--- src/rtl/gpio_port.sv ---
module gpio_port #(
  parameter int W  = 32,
  parameter int AW = 5
) (
  input  logic          clk,
  input  logic          rst_n,
  input  logic          bus_we,
  input  logic [AW-1:0] bus_addr,
  input  logic [W-1:0]  bus_wdata,
  output logic [W-1:0]  bus_rdata,
  input  logic [W-1:0]  pad_in,
  output logic [W-1:0]  pad_out,
  output logic [W-1:0]  pad_oe,
  output logic          irq
);
  localparam logic [AW-1:0] A_DATA = AW'(5'h00);
  localparam logic [AW-1:0] A_DIR  = AW'(5'h04);
  localparam logic [AW-1:0] A_PAD  = AW'(5'h08);
  localparam logic [AW-1:0] A_CFGL = AW'(5'h0C);
  localparam logic [AW-1:0] A_CFGH = AW'(5'h10);
  localparam logic [AW-1:0] A_MASK = AW'(5'h14);
  localparam logic [AW-1:0] A_STAT = AW'(5'h18);

  logic [W-1:0]   data_q, dir_q, mask_q, stat_q;
  logic [W-1:0]   cfg_lo, cfg_hi;
  logic [W-1:0]   sync1, sync2, prev_q;
  logic [W-1:0]   evt, clr;
  logic [2*W-1:0] cfg;

  assign cfg     = {cfg_hi, cfg_lo};
  assign clr     = (bus_we && bus_addr == A_STAT) ? bus_wdata : '0;
  assign pad_out = data_q;
  assign pad_oe  = dir_q;
  assign irq     = |(stat_q & mask_q);

  for (genvar i = 0; i < W; i++) begin : g_pin
    logic [1:0] mode;
    assign mode = cfg[2*i +: 2];
    always_comb begin
      case (mode)
        2'b00:   evt[i] = ~sync2[i];
        2'b01:   evt[i] =  sync2[i];
        2'b10:   evt[i] =  sync2[i] & ~prev_q[i];
        default: evt[i] = ~sync2[i] &  prev_q[i];
      endcase
    end
  end

  always_ff @(posedge clk or negedge rst_n) begin
    if (!rst_n) begin
      sync1  <= '0;
      sync2  <= '0;
      prev_q <= '0;
      stat_q <= '0;
    end else begin
      sync1  <= pad_in;
      sync2  <= sync1;
      prev_q <= sync2;
      stat_q <= (stat_q & ~clr) | evt;
    end
  end

  always_ff @(posedge clk or negedge rst_n) begin
    if (!rst_n) begin
      data_q <= '0;
      dir_q  <= '0;
      cfg_lo <= '0;
      cfg_hi <= '0;
      mask_q <= '0;
    end else if (bus_we) begin
      case (bus_addr)
        A_DATA:  data_q <= bus_wdata;
        A_DIR:   dir_q  <= bus_wdata;
        A_CFGL:  cfg_lo <= bus_wdata;
        A_CFGH:  cfg_hi <= bus_wdata;
        A_MASK:  mask_q <= bus_wdata;
        default: ;
      endcase
    end
  end

  always_comb begin
    case (bus_addr)
      A_DATA:  bus_rdata = (data_q & dir_q) | (sync2 & ~dir_q);
      A_DIR:   bus_rdata = dir_q;
      A_PAD:   bus_rdata = sync2;
      A_CFGL:  bus_rdata = cfg_lo;
      A_CFGH:  bus_rdata = cfg_hi;
      A_MASK:  bus_rdata = mask_q;
      A_STAT:  bus_rdata = stat_q;
      default: bus_rdata = '0;
    endcase
  end
endmodule


--- config.mk ---
export PLATFORM = sky130hd
export DESIGN_NAME = gpio_port
export DESIGN_NICKNAME = d
export VERILOG_FILES = /design/src/rtl/gpio_port.sv
export SDC_FILE = /design/constraint.sdc
export NUM_CORES = 1
export LEC_CHECK = 0
export ABC_CLOCK_PERIOD_IN_PS = 2150
export CORE_MARGIN = 2
export CORE_UTILIZATION = 35
export CTS_CLUSTER_SIZE = 10
export DETAILED_ROUTE_END_ITERATION = 10
export SYNTH_ARGS = -nofsm -noshare
export SYNTH_HDL_FRONTEND = slang
export SYNTH_SLANG_ARGS = --single-unit
--- constraint.sdc ---
create_clock -name clk -period 2.15 [get_ports clk]
set_input_delay 0.43 -clock clk [delete_from_list [all_inputs] [get_ports clk]]
set_output_delay 0.43 -clock clk [all_outputs]
set_load 0.03 [all_outputs]
# Yosys cells after proc, flatten, opt, wreduce, memory -nomap -nowiden
# Index checks and enable logic that the tools add are counted.
word_totals:
  register_bits: 288
  input_bits: 72
  word_cells: 289
op_classes:
  eq_ne: 70
  muxes: 34
  n_bitwise: 136
  n_reduce_logical: 40
ops:
  columns: ["cell", "n"]
  rows:
  - ["one-hot mux 32 bit (7 select lines)", 1]
  - ["bitwise AND 32 bit", 4]
  - ["one-hot mux 1 bit (3 select lines)", 32]
  - ["bitwise AND 1 bit", 64]
  - ["== test 2 x 1 -> 1 bit, second input constant", 32]
  - ["== test 2 bit, second input constant", 32]
  - ["logical NOT 2 bit", 32]
  - ["inverter 1 bit", 64]
  - ["inverter 32 bit", 2]
  - ["bitwise OR 32 bit", 2]
  - ["two-way mux 32 bit", 1]
  - ["OR reduction 32 bit", 1]
  - ["== test 5 bit, second input constant", 3]
  - ["== test 5 x 4 -> 1 bit, second input constant", 2]
  - ["AND reduction 2 bit", 5]
  - ["== test 5 x 3 -> 1 bit, second input constant", 1]
  - ["logical NOT 5 bit", 1]
  - ["logical AND 1 bit", 1]

# Logic depth before layout (Yosys ltp)
depth:
  ltp_word: 6
  depth_mapped: 8
  ltp_nobuf: 4

# Worst setup path after synthesis
# Ideal clock, no wire load.
synth_timing:
  path_type: "input to output"
  start: "in bus_addr[4]"
  end: "out bus_rdata[0]"
  arrival_time_ns: 2.097
  required_time_ns: 1.720
  path_slack_ns: -0.377
  path_stages: 6
  cell_sequence: "buf_4 -> or3_4 -> buf_6 -> or2_2 -> clkbuf_1 -> o211ai_1"
synth_between:
  elab_chain_cells: 2
  word_cells_on_any_way: 8
  classes_between: "eq/ne: 6; mux: 1; reduce/logical: 1"
synth_lines:
  columns: ["element", "line_no", "rtl"]
  rows:
  - ["start, declared", "8", "input logic [AW-1:0] bus_addr,"]
  - ["== test 5 bit, or another cell as far along", "83", "case (bus_addr)"]
  - ["one-hot mux 32 bit (7 select lines) (*)", "83", null]
  - ["end, declared", "10", "output logic [W-1:0] bus_rdata,"]
# Mark *: on every way between the ends. The rest lies on a longest branch, timed or not.

# Worst setup path in the final report
layout_timing:
  start: "reg stat_q[16]"
  end: "out irq"
layout_between:
  elab_chain_cells: 2
layout_lines:
  columns: ["element", "line_no", "rtl"]
  rows:
  - ["start, declared", "24", "logic [W-1:0] data_q, dir_q, mask_q, stat_q;"]
  - ["start signal, assigned", "59", "stat_q <= (stat_q & ~clr) | evt;"]
  - ["bitwise AND 32 bit", "34", "assign irq = |(stat_q & mask_q);"]
  - ["OR reduction 32 bit", "34", null]
  - ["end, declared", "14", "output logic irq"]
# No other way between the ends.

==> key figures <==
Setup path
  • Top Family by Delay on Critical Path: simple AND/OR/NAND/NOR gates
  • Req. time, crit path: 1.72 ns
  • Crit path max fanout: 2
  • R2R Setup Slk: 0.84 ns
  • CP Buf/Inv Count: 1
  • Crit-path slowest cell: or4_4
  • CP Data Arrival Time: 2.06 ns
  • CP startpoint kind: flip-flop
  • Worst reg2reg startpoint: cfg_hi[24]
  • Kind of critical path: reg2out
  • Reg2Reg Capture Point: stat_q[28]
  • Worst reg2reg path depth: 3
  • Worst-path cell chain: a22oi_1, nand4_1, or4_4, buf_6
  • Crit path capture type: output pin
  • Largest stage delay on the critical path: 0.57 ns

Synthesis
  • Dominant cell type by area after synthesis: dfrtp_1
  • Top-count cell post-synth: dfrtp_1
  • Syn Nets: 1128
  • Post-synth top cells: dfrtp_1 (288), mux2_2 (111), mux2_4 (60)
  • Post-synth top flop: dfrtp_1
  • Ys Warns: 0
  • Sequential element share of the synthesized area: 0.548
  • Post-synth cell types: 47
  • Synthesized cell area: 13100 um^2
  • Synth area leaders: dfrtp_1 (55%), mux2_2 (9.5%), mux2_4 (6.9%), mux2i_1 (3.1%), o22ai_1 (2.1%)
  • Syn_area_per_cell: 12.4 um^2
  • Top-area cell type share of the netlist area: 0.548
  • Post-Syn Instances: 1056
  • Synth async-reset ratio: 1.00
  • Yosys reg bits: 288
  • Post-synth EDFFs: 0

Clock tree
  • Number of sinks on the clock net: 288
  • Num CTS Buffers: 36
  • CTS tree: built
  • H-tree Lvls: 2
  • CTS root buffer: clkbuf_16
  • Worst skew pair latency: 0.53 ns
  • CTS max path bufs: 3
  • Clk pin slew, worst setup/hold paths: 0.05 ns

Placement
  • HPWL Detailed: 28500 um
  • Placer Congestion: 0.845
  • Placement Cell Area: 16400 um^2
  • Post-placement cell count: 1727
  • Port Buffers: 168

STA
  • Clock Skew: 0.0276 ns
  • Final hold violations: 0
  • Max Transition Viols Final: 0
  • Final min period: 2.49 ns
  • RSZ-0062 raised after global routing: yes
  • Fmax achieved: 401 MHz
  • Final setup viols: 33
  • Tcrit/Tclk final: 1.16
  • Slew HR: 0.626
  • Worst slew pin tran: 0.561 ns
  • Final hold slack: 0.337 ns
  • Post-route setup slack: -0.341 ns

Finish
  • Finished Layout Cells: 1816
  • Post-layout util: 0.503
  • Layout Nets: 1404
  • Area growth syn-to-layout: 40.8%
  • Ant diodes: 0
  • Non-Filler Cell Area, Final: 18500 um^2
  • Share of layout cells above drive strength 1: 0.388

Power
  • VDD IR max: 0.524 mV
  • Int Pwr: 11.4 mW
  • Leakage: 8.10 nW
  • Pwr Density: 879 nW/um^2
  • Logic pwr share: 0.230
  • Seq pwr share: 0.431
  • Switching part of the total: 0.299
  • Clock power share: 0.339
  • Pwr Total: 16.3 mW
  • Net Sw Power: 4.87 mW

Global routing
  • Vias in the first global route: 9989
  • Largest net degree at the start of global routing: 65
  • Global Route Usage Sum: 0.211
  • Total gr overflow: 0
  • Initial antenna violation count: 0
  • Global-route wire length before repair: 62500 um

Worst hold path
  • Worst hold start: sync1[8]
  • Worst hold path depth: 0
  • HP Class: reg2reg
  • Worst Hold End: sync2[8]

Die
  • Initial Utilization: 0.357
  • IO Count: 169
  • FP Rows: 70
  • Die W: 198 um
  • Die Ht: 198 um
  • Die area: 39100 um^2
  • Core ar.: 36800 um^2

Route
  • Antenna viol nets, final: 0
  • WL final: 41000 um
  • Via density per instance: 5.40
  • Drt wl/cell: 22.6 um
  • Violation count after the first detailed-route iteration: 558
  • Drt pass-1 iters: 5
  • Via count: 9802
  • DR DRC count: 0

Outcome
  • Outcome: finished, violations left
  • Failing checks: setup timing

Flow run
  • Max Cap Viol: 0
## registers in the layout (all words and copies together) (netlist names)
name and flops:
prev_q 32, sync2 32, stat_q 32, cfg_hi 32, sync1 32, pad_oe 32, mask_q 32, pad_out 32
cfg_lo 32
## power groups by stage
stage               logic, mW  registers [mW]  clock network, mW
floorplan                1.59            7.20                  0
detailed placement       3.39            7.05                  0
global route             3.98            7.11               5.86
finish                   3.74            7.00               5.51
CTS                      3.64            6.98               5.62
global placement         3.34            7.03                  0
## through the flow
stage | setup slack [ns] | setup TNS (ns)
6_report | -0.341 | -3.50
5_1_grt | -0.399 | -4.95
4_1_cts | -0.338 | -3.67
3_5_place_dp | -0.595 | -72.36
3_3_place_gp | -0.557 | -66.44
2_1_floorplan | -0.185 | -2.62
## cell families (layout without fill, tap and decap cells)
kind of cell / count (synthesis) / in the layout / share of synthesized area
compound gates: 238 / 238 / 0.120
xor+xnor: 14 / 14 / 0.00933
buf+inv: 70 / 362 / 0.0291
flops: 288 / 288 / 0.548
mux: 215 / 215 / 0.197
simple gates: 231 / 231 / 0.0959
## cell usage in the layout, fill, tap and decap left out, types with 23 or more instances in the layout
cell,count
a21oi_1,45
buf_12,54
buf_4,83
clkbuf_16,39
clkdlybuf4s50_1,125
dfrtp_1,280
mux2_2,111
mux2_4,60
mux2i_1,34
nand2_1,46
nand2b_1,23
nor2_1,31
o21ai_0,40
o22ai_1,30
## how the worst max path moves through the flow
stage,from,endpoint,slack (ns),cells past startpoint
finish,stat_q[16],irq,-0.34,4
floorplan,bus_addr[4],bus_rdata[0],-0.18,6
CTS,stat_q[28],irq,-0.34,4
global placement,bus_addr[1],bus_rdata[1],-0.56,8
detailed placement,bus_addr[1],bus_rdata[24],-0.59,8
global route,mask_q[11],irq,-0.40,4
## metal layers
metal / global-route usage / vias to the layer above / share of wire / wire, um
met5: 0 / - / 0 / 0
met4: 0.0557 / 0 / 0.023 / 957
met3: 0.0359 / 68 / 0.058 / 2370
met2: 0.332 / 289 / 0.46 / 18900
met1: 0.302 / 5004 / 0.46 / 18800
li1: - / 4441 / - / -
## worst register-to-register path: cells and delay by family (launching register included)
family	cells	cell delay (ns)
AND/OR/NAND/NOR	1	0.09
multiplexers	1	0.27
flip-flops	1	0.54
AO/OA/AOI/OAI	1	0.28
## repair_timing
item | 4_1_cts | 5_1_grt
gates cloned | 2 | 1
gates resized for setup | 130 | 58
setup endpoints to repair | 33 | 33
buffers inserted | 20 | 17
hold endpoints to repair | 55 | 0
pin swaps | 61 | 35
hold buffers | 1 | 0
## final cells by class
cell class | count | area (um^2)
multi-input cells | 698 | 6290
fillers | 3251 | 18300
well taps | 468 | 586
inverters | 18 | 67.6
repair buffers | 290 | 3310
clock buffers | 50 | 1010
flip-flops and latches | 288 | 7220
clock inverters | 4 | 31.3
Note: power is estimated with default switching activity, not from simulation.
